===== src/rtl/sfs_pkg.sv =====
package sfs_pkg;
  typedef enum logic {DIR_UP = 1'b0, DIR_DOWN = 1'b1} sfs_dir_e;
endpackage


===== src/rtl/sfs_stream_pc.sv =====
module sfs_stream_pc #(
  parameter int ADDR_W = 32,
  parameter int LEN_W = 6,
  parameter logic [ADDR_W-1:0] RESET_ADDR = '0,
  parameter sfs_pkg::sfs_dir_e DIR = sfs_pkg::DIR_UP
) (
  input  logic              clk,
  input  logic              rst_n,
  input  logic              load,
  input  logic [ADDR_W-1:0] load_addr,
  input  logic              step,
  input  logic [LEN_W-1:0]  len,
  output logic [ADDR_W-1:0] pc
);
  localparam int PAD = ADDR_W - LEN_W;

  function automatic logic [ADDR_W-1:0] widen(input logic [LEN_W-1:0] l);
    return {{PAD{1'b0}}, l};
  endfunction

  logic [ADDR_W-1:0] pc_q;
  logic [ADDR_W-1:0] pc_stepped;

  generate
    if (DIR == sfs_pkg::DIR_UP) begin : g_up
      assign pc_stepped = pc_q + widen(len);
    end else begin : g_down
      assign pc_stepped = pc_q - widen(len);
    end
  endgenerate

  always_ff @(posedge clk or negedge rst_n) begin
    if (!rst_n)      pc_q <= RESET_ADDR;
    else if (load)   pc_q <= load_addr;
    else if (step)   pc_q <= pc_stepped;
  end

  assign pc = pc_q;
endmodule


===== src/rtl/sfs_exit_ctl.sv =====
module sfs_exit_ctl (
  input  logic clk,
  input  logic rst_n,
  input  logic br_valid,
  input  logic flw_ready,
  input  logic flw_exit,
  output logic frozen,
  output logic blk_exit
);
  logic frozen_q;
  logic exit_q;
  logic exit_take;

  assign exit_take = flw_ready & flw_exit & ~br_valid & ~frozen_q;

  always_ff @(posedge clk or negedge rst_n) begin
    if (!rst_n) begin
      frozen_q <= 1'b0;
      exit_q   <= 1'b0;
    end else begin
      exit_q <= exit_take;
      if (br_valid)       frozen_q <= 1'b0;
      else if (exit_take) frozen_q <= 1'b1;
    end
  end

  assign frozen   = frozen_q;
  assign blk_exit = exit_q;
endmodule


===== src/rtl/split_fetch_seq.sv =====
module split_fetch_seq #(
  parameter int ADDR_W = 32,
  parameter int LEN_W = 6,
  parameter logic [ADDR_W-1:0] RESET_ADDR = 32'h0000_1000
) (
  input  logic              clk,
  input  logic              rst_n,
  input  logic              br_valid,
  input  logic [ADDR_W-1:0] br_target,
  input  logic              cmp_ready,
  input  logic [LEN_W-1:0]  cmp_len,
  input  logic              flw_ready,
  input  logic [LEN_W-1:0]  flw_len,
  input  logic              flw_exit,
  output logic [ADDR_W-1:0] cmp_addr,
  output logic [ADDR_W-1:0] flw_addr,
  output logic              blk_exit
);
  logic frozen;
  logic cmp_step;
  logic flw_step;

  assign cmp_step = cmp_ready & ~frozen;
  assign flw_step = flw_ready & ~frozen;

  sfs_exit_ctl u_exit (
    .clk(clk), .rst_n(rst_n), .br_valid(br_valid),
    .flw_ready(flw_ready), .flw_exit(flw_exit),
    .frozen(frozen), .blk_exit(blk_exit)
  );

  sfs_stream_pc #(.ADDR_W(ADDR_W), .LEN_W(LEN_W), .RESET_ADDR(RESET_ADDR),
                  .DIR(sfs_pkg::DIR_UP)) u_cmp_pc (
    .clk(clk), .rst_n(rst_n), .load(br_valid), .load_addr(br_target),
    .step(cmp_step), .len(cmp_len), .pc(cmp_addr)
  );

  sfs_stream_pc #(.ADDR_W(ADDR_W), .LEN_W(LEN_W), .RESET_ADDR(RESET_ADDR),
                  .DIR(sfs_pkg::DIR_DOWN)) u_flw_pc (
    .clk(clk), .rst_n(rst_n), .load(br_valid), .load_addr(br_target),
    .step(flw_step), .len(flw_len), .pc(flw_addr)
  );
endmodule


===== config.mk =====
export PLATFORM = sky130hd
export DESIGN_NAME = split_fetch_seq
export DESIGN_NICKNAME = d
export VERILOG_FILES = /design/src/rtl/sfs_pkg.sv /design/src/rtl/sfs_stream_pc.sv /design/src/rtl/sfs_exit_ctl.sv /design/src/rtl/split_fetch_seq.sv
export SDC_FILE = /design/constraint.sdc
export NUM_CORES = 1
export LEC_CHECK = 0
export BUFFER_PORTS_ARGS = -buffer_cell sky130_fd_sc_hd__buf_4
export CAP_MARGIN = 20
export CORE_ASPECT_RATIO = 0.8
export CORE_MARGIN = 2
export CORE_UTILIZATION = 54
export CTS_CLUSTER_SIZE = 28
export DETAILED_ROUTE_END_ITERATION = 8
export PLACE_DENSITY = 0.91
export SLEW_MARGIN = 30
export SYNTH_ARGS = -nofsm -noshare
export SYNTH_HDL_FRONTEND = slang
export SYNTH_HIERARCHICAL = 1
export SYNTH_SLANG_ARGS = --single-unit

===== constraint.sdc =====
create_clock -name clk -period 3.19 [get_ports clk]
set_input_delay 0.4785 -clock clk [delete_from_list [all_inputs] [get_ports clk]]
set_output_delay 0.4785 -clock clk [all_outputs]
set_load 0.01 [all_outputs]

Word level (Yosys, flattened, before mapping)
Cells that the tools add are included.

Output and inout bits: 65. Bits in registers: 66. Word-level logic and storage cells: 22. Input bits: 50.

Reduce and logical (&&, ||, !) cells: 3. Add/sub/neg operators: 2. Mux-type cells: 6. Bitwise operators: 7.

Operator list (count): two-way mux 32 bit (4); adder 32 x 6 -> 32 bit (1); subtractor 32 x 6 -> 32 bit (1); nonzero test 2 bit (3); AND 1 bit (5); two-way mux 1 bit (2); inverter 1 bit (2).

Logic depth before layout (Yosys ltp)
Gate-level depths: netlist (run 1).

Depth after elaboration: 5. Mapped depth: 9. Depth with buffers taken out: 8.

Modules after synthesis
The synthesis (run 1) kept the hierarchy.

Modules (own cells, without submodules): sfs_stream_pc at u_cmp_pc (seq. area each 802.0 sq um, cells an instance 228, area each 2255.9 sq um, times used 1); sfs_stream_pc at u_flw_pc (seq. area each 802.0 sq um, cells an instance 233, area each 2124.5 sq um, times used 1); sfs_exit_ctl (seq. area each 50.0 sq um, cells an instance 6, area each 72.6 sq um, times used 1); split_fetch_seq (seq. area each 0.0 sq um, cells an instance 2, area each 12.5 sq um, times used 1).

Worst setup path after synthesis (run 1)
No wires, ideal clock.

Path type: input port to flip-flop. Start point: input flw_ready. End point: register u_flw_pc.pc_q[26] (netlist: u_flw_pc/pc[26]). Slack: 0.848 ns. Required time: 3.065 ns. Arrival time: 2.217 ns. Setup time: 0.125 ns. Buffers on the path: 0. Stages: 6. Cell sequence: nor2b_1 > or4b_4 > a211oi_2 > nand4_1 > xnor2_1 > mux2_2.

Word-level cells in the longest chain between the ends: 2.

RTL lines: from (decl) (RTL line split_fetch_seq.sv:12) `input logic flw_ready,`; AND 1 bit (RTL line split_fetch_seq.sv:24) `assign flw_step = flw_ready & ~frozen;`; nonzero test 2 bit (no line); to (signal assigned) (RTL line sfs_stream_pc.sv:34) `else if (load) pc_q <= load_addr;`; to (signal assigned) (RTL line sfs_stream_pc.sv:35) `else if (step) pc_q <= pc_stepped;`; to (decl) (RTL line sfs_stream_pc.sv:21) `logic [ADDR_W-1:0] pc_q;`.

No other way between the ends. A chain may end at the register's enable or synchronous reset.

Worst setup path after layout (run 1)
Start point: register u_exit.frozen_q (netlist: u_exit/frozen). End point: register u_flw_pc.pc_q[19] (netlist: u_flw_pc/pc[19]).

Word-level cells in the longest chain between the ends: 3.

RTL lines: from (decl) (RTL line sfs_exit_ctl.sv:10) `logic frozen_q;`; from (signal assigned) (RTL line sfs_exit_ctl.sv:18) `frozen_q <= 1'b0;`; from (signal assigned) (RTL line sfs_exit_ctl.sv:22) `if (br_valid) frozen_q <= 1'b0;`; from (signal assigned) (RTL line sfs_exit_ctl.sv:23) `else if (exit_take) frozen_q <= 1'b1;`; inverter 1 bit (RTL line split_fetch_seq.sv:24); AND 1 bit (RTL line split_fetch_seq.sv:24); named net flw_step (RTL line split_fetch_seq.sv:21) `logic flw_step;`; nonzero test 2 bit (no line).

The timed path passes the listed nets, and every way through them passes these cells.

==> results.toml, run 1 <==
[outcome]
outcome = "finished, final reports clean"

[clocking]
clk_path_buf_depth = 2
numCtsBuffers = 9
post_cts_resized = 0
clk_latency_ns = 0.36
post-cts-setup-buffer-count = 0
clk_pin_slew_worst_paths_ns = 0.07
cts.sinks = 66
cts_tree = "built"
hold_buffers = 0
cts_root_buf = "clkbuf_8"
htree_levels = 3

[synthesis]
netlist_area_um2 = 4470
ys_warn_count = 6
async_flop_share_pct = 100
synth_ff_type = "dfrtp_1"
syn_avg_cell_area_um2 = 9.52
synth_cell_type_count = 68
synth_top_family_by_area = "simple AND/OR/NAND/NOR gates"
yosys_register_bits = 66
synth_nets = 533
synthSimpleGateAreaFrac_pct = 28.8
synthAdderAreaFrac_pct = 4.26
netlist_instances = 469
seq_area_frac_synth_pct = 37.0
synth_compound_area_share_pct = 14.1
synth_edf_count = 0
synthXorXnorAreaFrac_pct = 8.43
muxShareOfSynthArea_pct = 3.56

[sta]
timing.final.crit_share_pct = 75.9
fin_hold_ws_ns = 0.222
grt_setup_unrepaired = "false"
setup_viol = 0
period_needed_ns = 2.42
tightest_slew_ns = 0.862
drv_slew = 0
slew_headroom_pct = 42.5
hold_viol_final = 0
final.setup.tns_ns = 0
finClkSkew_ns = 0.0109
fmax_mhz = 413

[placement]
place_congestion = 0.975
dp.cells = 678
place_hpwl_um = 9390
io_buffer_count = 114

[worst_setup_path]
timing.rr.start = "u_exit/frozen"
worstSetupStartpointType = "register"
crit_start = "u_exit/frozen"
rr_worst_depth = 6
critPathMaxStageDelay_ns = 0.51
required_ns = 3.46
crit_chain = "nor2b_1, nor4b_1, nand4_1, or3_1, or3_1, a31oi_1"
worstReg2RegEnd = "u_flw_pc/pc[19]"
worstSetupPathType = "register to register"
slowest_stage = "nor4b_1"
endpoint_kind = "register"
reg2reg_slack_ns = 0.77
path_max_fanout = 5
crit_arrival_ns = 2.69
critPathCapture = "u_flw_pc/pc[19]"
crit_top_cell = "or3_1"

[final_layout]
drive_gt1_share_pct = 30.6
insertedDiodeCount = 0
final_cells = 693
mostFrequentLayoutCells = "121 x buf_4, 64 x dfrtp_1, 60 x nand2_1"
final_common_cell = "buf_4"
synthToLayoutAreaGrowth_pct = 24.7
nets = 645

[power]
powerDensity_nw_per_um2 = 453
pwr-share-clk_pct = 24.6
seq_power_share_pct = 42.2
pwr-share-comb_pct = 33.1
p_switching_mw = 0.909
p_leak_nw = 2.34
power.share.switching_pct = 36.0
vdd_ir_drop_max_v = 0.000219
intPower_mw = 1.61

[floorplanning]
die_h_um = 85.3
die_w_um = 106
ios = 115
rows = 29
start_util_pct = 55.9
core_um2 = 7980
fp.dieArea_um2 = 9020

[flow_run]
max-cap-violations = 0

[global_route]
grt_max_degree = 67
first_global_vias = 4059
overflow = 0
grt_first_pass_wirelength_um = 20600
antenna_found_initial = 0
grt_usage_pct = 29.3

[routing]
wl_per_cell_um = 18.5
drtPass1Iterations = 5
num_vias = 4192
drtIter0Drc = 355
routed_via_density = 6.05
drc_errors = 0
wirelength_um = 12800
ant_nets = 0

[worst_hold_path]
min_path_type = "input port to async pin"
-- cell type report --
| class | count | area [µm²] |
|---|---|---|
| multi-input cells | 365 | 2640 |
| fillers | 633 | 2420 |
| flip-flops and latches | 66 | 1650 |
| repair buffers | 121 | 908 |
| clock buffers | 14 | 153 |
| well taps | 108 | 135 |
| inverters | 18 | 67.6 |
| clock inverters | 1 | 5.00 |
-- power groups by stage --
stage	clock network, mW	logic [mW]	registers [mW]
6_report	0.621	0.835	1.07
5_1_grt	0.663	0.906	1.08
4_1_cts	0.624	0.830	1.06
3_5_place_dp	0	0.826	1.08
3_3_place_gp	0	0.797	1.07
2_1_floorplan	0	0.466	1.09
-- synth_stat cells (3+ instances only) --
| master | n | area [µm²] |
|---|---|---|
| or4_1 | 6 | 45.0 |
| and4_1 | 4 | 35.0 |
| and2_1 | 3 | 18.8 |
| nor3b_2 | 3 | 37.5 |
| clkbuf_1 | 13 | 48.8 |
| xnor2_1 | 32 | 280 |
| o21ai_1 | 20 | 100 |
| a21o_1 | 5 | 37.5 |
| nor4_2 | 14 | 175 |
| dfrtp_1 | 64 | 1600 |
| xor2_1 | 11 | 96.3 |
| mux2_2 | 7 | 78.8 |
| ha_1 | 12 | 150 |
| a31oi_1 | 8 | 50.1 |
| nand4_1 | 11 | 68.8 |
| nand3_1 | 8 | 40.0 |
| o21ai_0 | 29 | 145 |
| inv_1 | 17 | 63.8 |
| mux2i_1 | 8 | 80.1 |
| nand2_1 | 60 | 225 |
| a21oi_1 | 9 | 45.0 |
| nor4_1 | 4 | 25.0 |
| nand2b_1 | 6 | 37.5 |
| or3_1 | 5 | 31.3 |
| nor2b_1 | 7 | 43.8 |
| nand3b_1 | 4 | 30.0 |
| o31ai_1 | 3 | 22.5 |
| nor3_1 | 17 | 85.1 |
| nor2_1 | 23 | 86.3 |
| nor4b_2 | 3 | 45.0 |
-- cell families after synthesis --
group,count (synthesis)
adder cells (fa/ha/maj),14
multiplexers,15
buffers and inverters,38
AND/OR/NAND/NOR,198
XOR/XNOR,43
flip-flops,66
AO/OA/AOI/OAI,95
-- registers in the layout, summed over array words and instances (netlist names) --
| name | count |
|---|---|
| u_exit/frozen | 1 |
| u_exit/blk_exit | 1 |
| u_cmp_pc/pc | 32 |
| u_flw_pc/pc | 32 |
-- critical path: cells and delay by family (launching register included) --
kind | cells | cell delay [ns]
simple gates | 5 | 1.75
compound gates | 1 | 0.18
flops | 1 | 0.42
-- routing by layer --
layer	share of wire [%]	up-vias	wire, µm	GRT usage, %
li1	-	1922	-	-
met1	42	1994	5420	39.0
met2	46	242	5840	45.5
met3	9.4	34	1210	9.06
met4	2.6	0	337	10.4
met5	0	-	0	0
-- stage by stage --
| step | area [µm²] | setup WS [ns] | power (mW) | util [%] |
|---|---|---|---|---|
| finish | 5570 | 0.768 | 2.52 | 69.7 |
| global route | 5570 | 0.653 | 2.65 | 69.7 |
| CTS | 5570 | 0.806 | 2.52 | 69.7 |
| detailed placement | 5410 | 0.641 | 1.90 | 67.8 |
| global placement | 5410 | 0.750 | 1.87 | 67.8 |
| floorplan | 4470 | 0.848 | 1.55 | - |
-- worst min-delay path by stage --
stage,endpoint,slack [ns],cells past startpoint
3_5_place_dp,u_exit/blk_exit,0.49,1
3_3_place_gp,u_exit/blk_exit,0.48,1
5_1_grt,u_flw_pc/pc[1],0.28,1
6_report,u_flw_pc/pc[1],0.22,1
4_1_cts,u_flw_pc/pc[24],0.26,1
2_1_floorplan,u_cmp_pc/pc[0],0.18,0
Power figures use the tool's default switching activity.
==> run 2, diff against run 1 <==
- CORE_UTILIZATION: 54 -> 49
- PLACE_DENSITY: 0.91 -> 0.88
- clock period: 3.19 -> 2.14 ns (I/O delays scaled with it)
==> run 2 against run 1 <==
Net effect: the run now ends with negative setup slack left; sequential cell count did not move; core utilization rose by 0.82 points; setup slack got worse by 0.87 ns; clock-buffer cell count fell by 2; sequential power rose by 48%; largest cell class unchanged.
==> results.toml, run 2 (synthesis gave the netlist of run 1 again) <==
[clocking]
clk_path_buf_depth = 2
htree_levels = 3
cts.sinks = 66
cts_tree = "built"
cts_root_buf = "clkbuf_16"
clk_latency_ns = 0.33
clk_pin_slew_worst_paths_ns = 0.06
numCtsBuffers = 9

[final_layout]
mostFrequentLayoutCells = "152 x buf_4, 64 x dfrtp_1, 60 x nand2_1"
synthToLayoutAreaGrowth_pct = 41.6
fillers = 655
nets = 686
insertedDiodeCount = 0
finish.instance_area_um2 = 6320
final_common_cell = "buf_4"
drive_gt1_share_pct = 39.4

[routing]
routed_via_density = 6.05
wirelength_um = 14600
wl_per_cell_um = 19.7
drc_errors = 0
drtIter0Drc = 372
num_vias = 4491
drtPass1Iterations = 5
ant_nets = 0

[sta]
timing.final.crit_share_pct = 105
slew_headroom_pct = 40.6
fmax_mhz = 447
hold_viol_final = 0
final.setup.tns_ns = -0.303
period_needed_ns = 2.24
setup_viol = 9
finClkSkew_ns = 0.00925
grt_setup_unrepaired = "true"
tightest_slew_ns = 0.890
setup_ws_ns = -0.0979
drv_slew = 0
fin_hold_ws_ns = 0.213

[global_route]
grt_usage_pct = 28.2
overflow = 0
antenna_found_initial = 0
first_global_vias = 4293
grt_first_pass_wirelength_um = 22100
grt_max_degree = 67

[worst_setup_path]
path_max_fanout = 3
required_ns = 2.32
worstSetupStartpointType = "register"
worstSetupPathType = "register to register"
crit_arrival_ns = 2.42
endpoint_kind = "register"

[power]
power.share.switching_pct = 33.4
seq_power_share_pct = 33.9
p_leak_nw = 2.67
pwr-share-clk_pct = 32.7
pwr-share-comb_pct = 33.4
vdd_ir_drop_max_v = 0.000420
intPower_mw = 3.12
p_switching_mw = 1.56
powerDensity_nw_per_um2 = 741
total_power_mw = 4.68

[placement]
dp_slack_ns = -0.119
place_congestion = 0.922
dpl-instance-area_um2 = 5670
io_buffer_count = 114
place_hpwl_um = 9830

[outcome]
outcome = "complete, but fails checks"
violations = "negative setup slack"

[floorplanning]
rows = 31
die_h_um = 89.4
ios = 115
start_util_pct = 49.8
fp.dieArea_um2 = 9900
core_um2 = 8960
die_w_um = 111

[worst_hold_path]
min_path_type = "input port to register"

[flow_run]
max-cap-violations = 0
## run 2: final timing paths
check,start,to,slack [ns],cells after the start
max,u_exit/frozen,u_flw_pc/pc[31],-0.1,6
min,br_target[12],u_cmp_pc/pc[12],0.21,3
max reg2reg,u_exit/frozen,u_flw_pc/pc[31],-0.1,6
min reg2reg,u_exit/frozen,u_exit/blk_exit,0.58,2
max in group asynchronous,rst_n,u_cmp_pc/pc[12],1.15,3
min in group asynchronous,rst_n,u_exit/frozen,0.40,2
## run 2: through the flow
step           utilization (%)  std cells
2_1_floorplan                -        469
4_1_cts                   68.0        735
6_report                  70.5        742
3_3_place_gp              63.3        712
3_5_place_dp              63.3        712
5_1_grt                   70.5        742
## run 2: per-layer routing
layer | share of wire, % | track usage, %
met4 | 2.2 | 9.77
met5 | 0 | 0
met1 | 42 | 36.8
met2 | 46 | 47.0
met3 | 8.9 | 6.85
## run 2: power groups by stage
stage,combinational [mW],clock [mW],sequential (mW)
2_1_floorplan,0.702,0,1.62
3_3_place_gp,1.30,0,1.58
3_5_place_dp,1.35,0,1.59
4_1_cts,1.44,1.55,1.57
5_1_grt,1.67,1.62,1.60
6_report,1.57,1.53,1.58
## run 2: what timing repair did
item	in CTS	in global routing
endpoints found under the setup margin	10	39
gates resized for setup	10	34
hold buffers	0	1
pin swaps	8	26
buffers inserted	6	4
cloned	1	1
endpoints found under the hold margin	0	16
## run 2: worst max-delay path, cell delays in order (launching register included)
cell	delay (ns)
dfrtp_1	0.39
nor2b_2	0.19
or4b_4	0.54
nor4_4	0.22
nand2_1	0.13
o311ai_0	0.45
nand3_1	0.16
## run 2: cell type report
cell class | count | area (µm²) | share of cell area, %
Inverter | 18 | 67.6 | 1.07
Timing Repair Buffer | 161 | 1300 | 20.6
Sequential cell | 66 | 1650 | 26.2
Clock buffer | 12 | 256 | 4.06
Multi-Input combinational cell | 366 | 2850 | 45.1
Tap cell | 115 | 144 | 2.28
Clock inverter | 4 | 50.0 | 0.792
